### src/rtl/strm_rd_pkg.sv
package strm_rd_pkg;
  localparam int DW       = 32;
  localparam int CR_IDX_W = 3;
  localparam int MEM_STEP = 4;

  typedef enum logic [CR_IDX_W-1:0] {
    CR_MEM_LO  = 3'd0,
    CR_MEM_HI  = 3'd1,
    CR_MEM_CNT = 3'd2,
    CR_PRIV_HI = 3'd3,
    CR_REG_ADR = 3'd4,
    CR_REG_CNT = 3'd5
  } cr_idx_e;

  typedef enum logic [1:0] {
    ST_IDLE  = 2'd0,
    ST_ISSUE = 2'd1,
    ST_WAIT  = 2'd2
  } rd_state_e;

  typedef struct packed {
    logic sel;
    logic peek;
  } rd_cmd_t;
endpackage

### src/rtl/strm_cfg_regs.sv
module strm_cfg_regs
  import strm_rd_pkg::*;
(
  input  logic                clk,
  input  logic                rst_n,
  input  logic                cfg_we,
  input  logic [CR_IDX_W-1:0] cfg_idx,
  input  logic [DW-1:0]       cfg_wdata,
  input  logic                adv_mem,
  input  logic                adv_reg,
  input  logic [DW-1:0]       nxt_mem_lo,
  input  logic [DW-1:0]       nxt_mem_hi,
  input  logic [DW-1:0]       nxt_reg_adr,
  output logic [DW-1:0]       mem_lo,
  output logic [DW-1:0]       mem_hi,
  output logic [DW-1:0]       mem_cnt,
  output logic [DW-1:0]       priv_hi,
  output logic [DW-1:0]       reg_adr,
  output logic [DW-1:0]       reg_cnt
);
  logic [DW-1:0] mem_lo_n, mem_hi_n, mem_cnt_n, priv_hi_n, reg_adr_n, reg_cnt_n;
  logic          en;

  always_comb begin
    mem_lo_n  = mem_lo;
    mem_hi_n  = mem_hi;
    mem_cnt_n = mem_cnt;
    priv_hi_n = priv_hi;
    reg_adr_n = reg_adr;
    reg_cnt_n = reg_cnt;
    if (adv_mem) begin
      mem_lo_n  = nxt_mem_lo;
      mem_hi_n  = nxt_mem_hi;
      mem_cnt_n = mem_cnt - DW'(1);
    end
    if (adv_reg) begin
      reg_adr_n = nxt_reg_adr;
      reg_cnt_n = reg_cnt - DW'(1);
    end
    // a control write in the same cycle overrides the advance
    if (cfg_we) begin
      case (cfg_idx)
        CR_MEM_LO:  mem_lo_n  = cfg_wdata;
        CR_MEM_HI:  mem_hi_n  = cfg_wdata;
        CR_MEM_CNT: mem_cnt_n = cfg_wdata;
        CR_PRIV_HI: priv_hi_n = cfg_wdata;
        CR_REG_ADR: reg_adr_n = cfg_wdata;
        CR_REG_CNT: reg_cnt_n = cfg_wdata;
        default: ;
      endcase
    end
  end

  assign en = cfg_we | adv_mem | adv_reg;

  always_ff @(posedge clk or negedge rst_n) begin
    if (!rst_n) begin
      mem_lo  <= '0;
      mem_hi  <= '0;
      mem_cnt <= '0;
      priv_hi <= '0;
      reg_adr <= '0;
      reg_cnt <= '0;
    end else if (en) begin
      mem_lo  <= mem_lo_n;
      mem_hi  <= mem_hi_n;
      mem_cnt <= mem_cnt_n;
      priv_hi <= priv_hi_n;
      reg_adr <= reg_adr_n;
      reg_cnt <= reg_cnt_n;
    end
  end
endmodule

### src/rtl/strm_addr_gen.sv
module strm_addr_gen
  import strm_rd_pkg::*;
#(
  parameter int REG_SPACE = 64
) (
  input  logic [DW-1:0]   mem_lo,
  input  logic [DW-1:0]   mem_hi,
  input  logic [DW-1:0]   priv_hi,
  input  logic [DW-1:0]   reg_adr,
  output logic [2*DW-1:0] eff_addr,
  output logic [DW-1:0]   nxt_mem_lo,
  output logic [DW-1:0]   nxt_mem_hi,
  output logic [DW-1:0]   nxt_reg_adr,
  output logic            reg_in_range
);
  logic            priv_on;
  logic [2*DW-1:0] lin_sum;

  assign priv_on  = priv_hi[DW-1];
  assign eff_addr = priv_on ? {1'b0, priv_hi[DW-2:0], mem_lo} : {mem_hi, mem_lo};
  assign lin_sum  = {mem_hi, mem_lo} + (2*DW)'(MEM_STEP);

  // low half advances the same way in both modes; only the carry differs
  assign nxt_mem_lo   = lin_sum[DW-1:0];
  assign nxt_mem_hi   = priv_on ? mem_hi : lin_sum[2*DW-1:DW];
  assign nxt_reg_adr  = reg_adr + DW'(1);
  assign reg_in_range = (reg_adr < DW'(REG_SPACE));
endmodule

### src/rtl/strm_rd_fsm.sv
module strm_rd_fsm
  import strm_rd_pkg::*;
(
  input  logic          clk,
  input  logic          rst_n,
  input  logic          rd_stb,
  input  logic          rd_sel,
  input  logic          rd_peek,
  input  logic          mem_cnt_nz,
  input  logic          reg_cnt_nz,
  input  logic          reg_in_range,
  input  logic          mem_rsp_valid,
  input  logic [DW-1:0] mem_rsp_data,
  input  logic          reg_rsp_valid,
  input  logic [DW-1:0] reg_rsp_data,
  output logic          mem_req,
  output logic          reg_req,
  output logic          rd_busy,
  output logic          rd_valid,
  output logic [DW-1:0] rd_data,
  output logic          adv_mem,
  output logic          adv_reg
);
  rd_state_e     state, state_n;
  rd_cmd_t       cmd, cmd_n;
  logic          valid_n;
  logic [DW-1:0] data_n;
  logic          done;
  logic [DW-1:0] done_data;

  always_comb begin
    state_n   = state;
    cmd_n     = cmd;
    done      = 1'b0;
    done_data = '0;
    case (state)
      ST_IDLE: begin
        if (rd_stb) begin
          cmd_n   = '{sel: rd_sel, peek: rd_peek};
          state_n = ST_ISSUE;
        end
      end
      ST_ISSUE: begin
        if (cmd.sel && !reg_in_range) begin
          done    = 1'b1;
          state_n = ST_IDLE;
        end else begin
          state_n = ST_WAIT;
        end
      end
      ST_WAIT: begin
        if (cmd.sel ? reg_rsp_valid : mem_rsp_valid) begin
          done      = 1'b1;
          done_data = cmd.sel ? reg_rsp_data : mem_rsp_data;
          state_n   = ST_IDLE;
        end
      end
      default: state_n = ST_IDLE;
    endcase
    valid_n = done;
    data_n  = done ? done_data : rd_data;
  end

  assign mem_req = (state == ST_ISSUE) && !cmd.sel;
  assign reg_req = (state == ST_ISSUE) && cmd.sel && reg_in_range;
  assign rd_busy = (state != ST_IDLE);
  assign adv_mem = done && !cmd.peek && !cmd.sel && mem_cnt_nz;
  assign adv_reg = done && !cmd.peek && cmd.sel && reg_cnt_nz;

  always_ff @(posedge clk or negedge rst_n) begin
    if (!rst_n) begin
      state    <= ST_IDLE;
      cmd      <= '0;
      rd_valid <= 1'b0;
      rd_data  <= '0;
    end else begin
      state    <= state_n;
      rd_valid <= valid_n;
      if (state == ST_IDLE) cmd <= cmd_n;
      if (done) rd_data <= data_n;
    end
  end
endmodule

### src/rtl/strm_rd_ports.sv
module strm_rd_ports
  import strm_rd_pkg::*;
#(
  parameter int REG_SPACE = 64,
  localparam int RA_W = (REG_SPACE > 1) ? $clog2(REG_SPACE) : 1
) (
  input  logic                clk,
  input  logic                rst_n,
  input  logic                cfg_we,
  input  logic [CR_IDX_W-1:0] cfg_idx,
  input  logic [DW-1:0]       cfg_wdata,
  input  logic                rd_stb,
  input  logic                rd_sel,
  input  logic                rd_peek,
  output logic                rd_busy,
  output logic                rd_valid,
  output logic [DW-1:0]       rd_data,
  output logic                mem_req,
  output logic [2*DW-1:0]     mem_addr,
  input  logic                mem_rsp_valid,
  input  logic [DW-1:0]       mem_rsp_data,
  output logic                reg_req,
  output logic [RA_W-1:0]     reg_addr,
  input  logic                reg_rsp_valid,
  input  logic [DW-1:0]       reg_rsp_data
);
  logic [1:0]    rst_sync;
  logic          rst_core_n;
  logic [DW-1:0] mem_lo, mem_hi, mem_cnt, priv_hi, reg_adr, reg_cnt;
  logic [DW-1:0] nxt_mem_lo, nxt_mem_hi, nxt_reg_adr;
  logic          reg_in_range, adv_mem, adv_reg;

  always_ff @(posedge clk or negedge rst_n) begin
    if (!rst_n) rst_sync <= 2'b00;
    else        rst_sync <= {rst_sync[0], 1'b1};
  end
  assign rst_core_n = rst_sync[1];

  strm_cfg_regs u_cfg (
    .clk(clk), .rst_n(rst_core_n),
    .cfg_we(cfg_we), .cfg_idx(cfg_idx), .cfg_wdata(cfg_wdata),
    .adv_mem(adv_mem), .adv_reg(adv_reg),
    .nxt_mem_lo(nxt_mem_lo), .nxt_mem_hi(nxt_mem_hi), .nxt_reg_adr(nxt_reg_adr),
    .mem_lo(mem_lo), .mem_hi(mem_hi), .mem_cnt(mem_cnt),
    .priv_hi(priv_hi), .reg_adr(reg_adr), .reg_cnt(reg_cnt)
  );

  strm_addr_gen #(.REG_SPACE(REG_SPACE)) u_agen (
    .mem_lo(mem_lo), .mem_hi(mem_hi), .priv_hi(priv_hi), .reg_adr(reg_adr),
    .eff_addr(mem_addr), .nxt_mem_lo(nxt_mem_lo), .nxt_mem_hi(nxt_mem_hi),
    .nxt_reg_adr(nxt_reg_adr), .reg_in_range(reg_in_range)
  );

  strm_rd_fsm u_fsm (
    .clk(clk), .rst_n(rst_core_n),
    .rd_stb(rd_stb), .rd_sel(rd_sel), .rd_peek(rd_peek),
    .mem_cnt_nz(mem_cnt != '0), .reg_cnt_nz(reg_cnt != '0),
    .reg_in_range(reg_in_range),
    .mem_rsp_valid(mem_rsp_valid), .mem_rsp_data(mem_rsp_data),
    .reg_rsp_valid(reg_rsp_valid), .reg_rsp_data(reg_rsp_data),
    .mem_req(mem_req), .reg_req(reg_req), .rd_busy(rd_busy),
    .rd_valid(rd_valid), .rd_data(rd_data),
    .adv_mem(adv_mem), .adv_reg(adv_reg)
  );

  assign reg_addr = reg_adr[RA_W-1:0];
endmodule

### config.mk
export PLATFORM = sky130hd
export DESIGN_NAME = strm_rd_ports
export DESIGN_NICKNAME = d
export VERILOG_FILES = /design/src/rtl/strm_rd_pkg.sv /design/src/rtl/strm_cfg_regs.sv /design/src/rtl/strm_addr_gen.sv /design/src/rtl/strm_rd_fsm.sv /design/src/rtl/strm_rd_ports.sv
export SDC_FILE = /design/constraint.sdc
export NUM_CORES = 1
export LEC_CHECK = 0
export BUFFER_PORTS_ARGS = -buffer_cell sky130_fd_sc_hd__buf_2
export CORE_MARGIN = 1.5
export CORE_UTILIZATION = 40
export CTS_CLUSTER_SIZE = 14
export DETAILED_ROUTE_END_ITERATION = 10
export HOLD_SLACK_MARGIN = 0.15
export PLACE_DENSITY = 0.69
export SLEW_MARGIN = 40
export SYNTH_ARGS = -nofsm -noshare
export SYNTH_HDL_FRONTEND = slang
export SYNTH_HIERARCHICAL = 1
export SYNTH_SLANG_ARGS = --single-unit
### constraint.sdc
create_clock -name clk -period 8.4 [get_ports clk]
set_input_delay 1.68 -clock clk [delete_from_list [all_inputs] [get_ports clk]]
set_output_delay 1.68 -clock clk [all_outputs]
set_load 0.005 [all_outputs]
==> impl_metrics.ini <==
[run_status]
outcome = finished, final reports clean

[final_layout]
filler_cell_count = 3162
areaGrowthSynthToFinish_pct = 15.2
commonest_non_fill_non_tap_cells_in_the_layout = 242 x sky130_fd_sc_hd__nand2_1, 229 x sky130_fd_sc_hd__dfrtp_1, 212 x sky130_fd_sc_hd__buf_2
final_area_mm2 = 0.0159
instances_no_fill = 2074
multiInputGateArea_mm2 = 0.00744
layout-drive-gt1-share = 0.225
nets = 1720
leading_cell_type_in_the_layout_fill_and_taps_excluded = sky130_fd_sc_hd__nand2_1
area.sequential_mm2 = 0.00579

[sta]
timing_worst_slew_pin_value_ns = 0.849
timing.final.setup_violations = 0
timing.final.max_slew_violations = 0
timing.clock.skew_ns = 0.0305
max_freq_ghz = 0.221
period_share = 0.538
min_period_ns = 4.52
slew-limit-headroom = 0.432
finalHoldViolCount = 0
grt_setup_unrepaired = no
tns_ns = 0

[synth]
yosys.area_share.xor_xnor = 0.0850
syn-instance-count = 1456
synth-seq-area-share = 0.419
syn_avg_cell_area_um2 = 9.49
ys_types = 64
mapped_cell_area_mm2 = 0.0138
synthSimpleGateAreaFrac = 0.201
synth_enable_flop_cells = 0
synth.largest_area_cell = sky130_fd_sc_hd__dfrtp_1
synth_top_area_share = 0.419
synth.yosys.warnings = 6
ys_async_sr_fraction = 1.00
synth_mux_area_frac = 0.171
synth.top_cells.by_area = sky130_fd_sc_hd__dfrtp_1 42%, sky130_fd_sc_hd__mux2i_1 12%, sky130_fd_sc_hd__nand2_1 6.6%
synth_nets = 1571
synth_flop_cell = sky130_fd_sc_hd__dfrtp_1
synth-compound-area-share = 0.0714
ys_seq_elements = 231
synth-adder-area-share = 0.00725
synth_top_family_by_area = simple AND/OR/NAND/NOR gates

[placement]
dpl.hpwl_um = 26200
placement.cell_area_mm2 = 0.0150
global_placement_routability_congestion = 0.878
dpl.cell_count = 2024
buffer_ports.inserted = 212

[die]
floorplan.io_pins = 213
dieWidth_um = 189
placement_rows = 67
die_h_um = 189
initial_standard_cell_utilization_of_the_core = 0.409
design.core.area_mm2 = 0.0338
design.die.area_mm2 = 0.0357

[detailed_routing]
detail_route.wl_per_cell_um = 19.0
number_of_vias_in_the_routed_layout = 11547
route.detailed.drc = 0
routed_via_density = 5.57
detailedRoute.firstIterationViolations = 876
drt_wl_total_um = 39400
drt_first_pass_iters = 5
final_antenna_net_count = 0

[setup_path]
path_class = primary input to register
worstPathMaxFanout = 38
crit_path_max_incr_delay_ns = 0.58
cp-start-kind = primary input
critical_path.slowest_cell = sky130_fd_sc_hd__or3b_2
endpoint_kind = register
cells_traversed_along_the_worst_timing_path = buf_2 -> mux2_4 -> nand3_1 -> a211oi_4 -> buf_4 -> or3b_2 -> nor3_2 -> nand3_1 -> o311ai_0 -> o311ai_0
worstPathArrival_ns = 4.91
timing.critical_path.required_ns = 8.79

[grt]
globalRoute.totalOverflow = 0
grt_pass1_wl_um = 61900
antenna_found_initial = 1
grt_start_max_net_pins = 149
grt_pass1_vias = 11051
track_usage = 0.218

[clock_network]
worst_skew_pair.late_latency_ns = 0.55
ctsHoldBuffers = 0
clock-sinks = 231
cts.reportedPaths.clkPinSlew_ns = 0.06
cts_setup_buffers = 0
postCtsResizedCells = 0
clock-root-buffer = sky130_fd_sc_hd__clkbuf_16
tritoncts = built
tritoncts.num_buffers = 26
ctsHtreeMaxLevel = 1
cts.path.max_buffers = 3

[pwr]
max-vdd-ir-drop_mv = 0.205
pwr_density_cell_mw_per_mm2 = 283
leakagePower_uw = 0.00651

[min_path]
hold_path.class = register to asynchronous set/reset pin

[run]
max_cap_viol_count = 0
flip-flops by register name, summed over array words and instances, names as in the netlist:
signal	count
u_fsm/state	2
u_cfg/mem_hi	32
u_cfg/reg_cnt	32
u_cfg/priv_hi	32
u_cfg/mem_lo	32
u_fsm/cmd	2
u_cfg/mem_cnt	32
u_fsm/rd_data	32
rst_sync	2
u_cfg/reg_adr	32
u_fsm/rd_valid	1
per-stage QoR:
stage | power [µW] | setup slack, ns | utilization | hold WS (ns)
floorplan | 2900 | 1.49 | - | 0.331
global placement | 3320 | 3.57 | 0.445 | 0.309
detailed placement | 3390 | 3.36 | 0.445 | 0.314
CTS | 4530 | 3.91 | 0.470 | 0.321
global route | 4800 | 3.66 | 0.471 | 0.351
finish | 4510 | 3.88 | 0.471 | 0.291
critical path, delay by kind of cell:
| family | cells | cell delay, ns |
|---|---|---|
| compound gates | 3 | 0.87 |
| mux | 1 | 0.16 |
| simple gates | 4 | 1.57 |
| buf+inv | 2 | 0.62 |
path summary, 6_finish.rpt:
path	from	to	slack (ns)	cells past startpoint
hold reg to reg	rst_sync[1]$_DFF_PN0_	u_fsm/rd_data[26]$_DFFE_PN0P_	0.29	0
min in group clk	rst_sync[0]$_DFF_PN0_	rst_sync[1]$_DFF_PN0_	0.35	0
hold / removal	rst_sync[1]$_DFF_PN0_	u_fsm/rd_data[26]$_DFFE_PN0P_	0.29	0
setup reg to reg	u_fsm/cmd[1]$_DFFE_PN0P_	u_cfg/reg_cnt[25]$_DFFE_PN0N_	4.14	9
max in group asynchronous	rst_sync[1]$_DFF_PN0_	u_cfg/priv_hi[27]$_DFFE_PN0P_	6.30	3
setup / recovery	reg_rsp_valid	u_cfg/reg_cnt[25]$_DFFE_PN0N_	3.88	10
synthesized netlist by cell type (3+ instances only):
cell type                  number
sky130_fd_sc_hd__nand2_1      242
sky130_fd_sc_hd__dfrtp_1      231
sky130_fd_sc_hd__mux2i_1      162
sky130_fd_sc_hd__o21ai_0      149
sky130_fd_sc_hd__xnor2_1       72
sky130_fd_sc_hd__mux2_2        63
sky130_fd_sc_hd__xor2_1        62
sky130_fd_sc_hd__nor2_1        58
sky130_fd_sc_hd__clkbuf_1      53
sky130_fd_sc_hd__nand3_1       52
sky130_fd_sc_hd__nor4_1        37
sky130_fd_sc_hd__nand4_1       36
sky130_fd_sc_hd__buf_4         34
sky130_fd_sc_hd__nor3_1        34
sky130_fd_sc_hd__inv_1         18
sky130_fd_sc_hd__and3_1        14
sky130_fd_sc_hd__or3_1         12
sky130_fd_sc_hd__or4_1         12
sky130_fd_sc_hd__ha_1           8
sky130_fd_sc_hd__o311ai_0       8
sky130_fd_sc_hd__buf_1          7
sky130_fd_sc_hd__o211ai_1       7
sky130_fd_sc_hd__buf_2          6
sky130_fd_sc_hd__nor3_2         6
sky130_fd_sc_hd__buf_6          5
sky130_fd_sc_hd__nand3b_1       5
sky130_fd_sc_hd__and4_1         4
sky130_fd_sc_hd__nor2b_1        4
sky130_fd_sc_hd__a21oi_1        3
sky130_fd_sc_hd__nand4b_1       3
sky130_fd_sc_hd__nor3b_1        3
sky130_fd_sc_hd__nor4_2         3
sky130_fd_sc_hd__or4_4          3
layout make-up:
class                   instances  share of cell area
clock inverters                 8             0.00503
repair buffers                227              0.0760
well taps                     448              0.0352
flip-flops and latches        231               0.364
inverters                      18             0.00425
diodes                          1            0.000157
clock buffers                  40              0.0480
multi-input cells            1101               0.468
kinds of logic after synthesis:
kind of cell	after synthesis
compound gates	180
simple gates	551
other cells	1
buf+inv	124
mux	227
fa+ha+maj	8
flops	231
xor+xnor	134
power breakdown:
| group | internal, µW | total, µW | switching (µW) |
|---|---|---|---|
| registers | 1500 | 2030 | 528 |
| logic | 705 | 1360 | 652 |
| clock network | 656 | 1120 | 465 |
| total | 2860 | 4510 | 1640 |
layer usage:
layer	vias to the layer above	track usage	wire length, µm
li1	5424	-	-
met1	5683	0.303	17300
met2	393	0.355	18900
met3	47	0.0313	2580
met4	0	0.0559	728
met5	-	0	0
No activity file was read; power rests on OpenSTA's default activity.
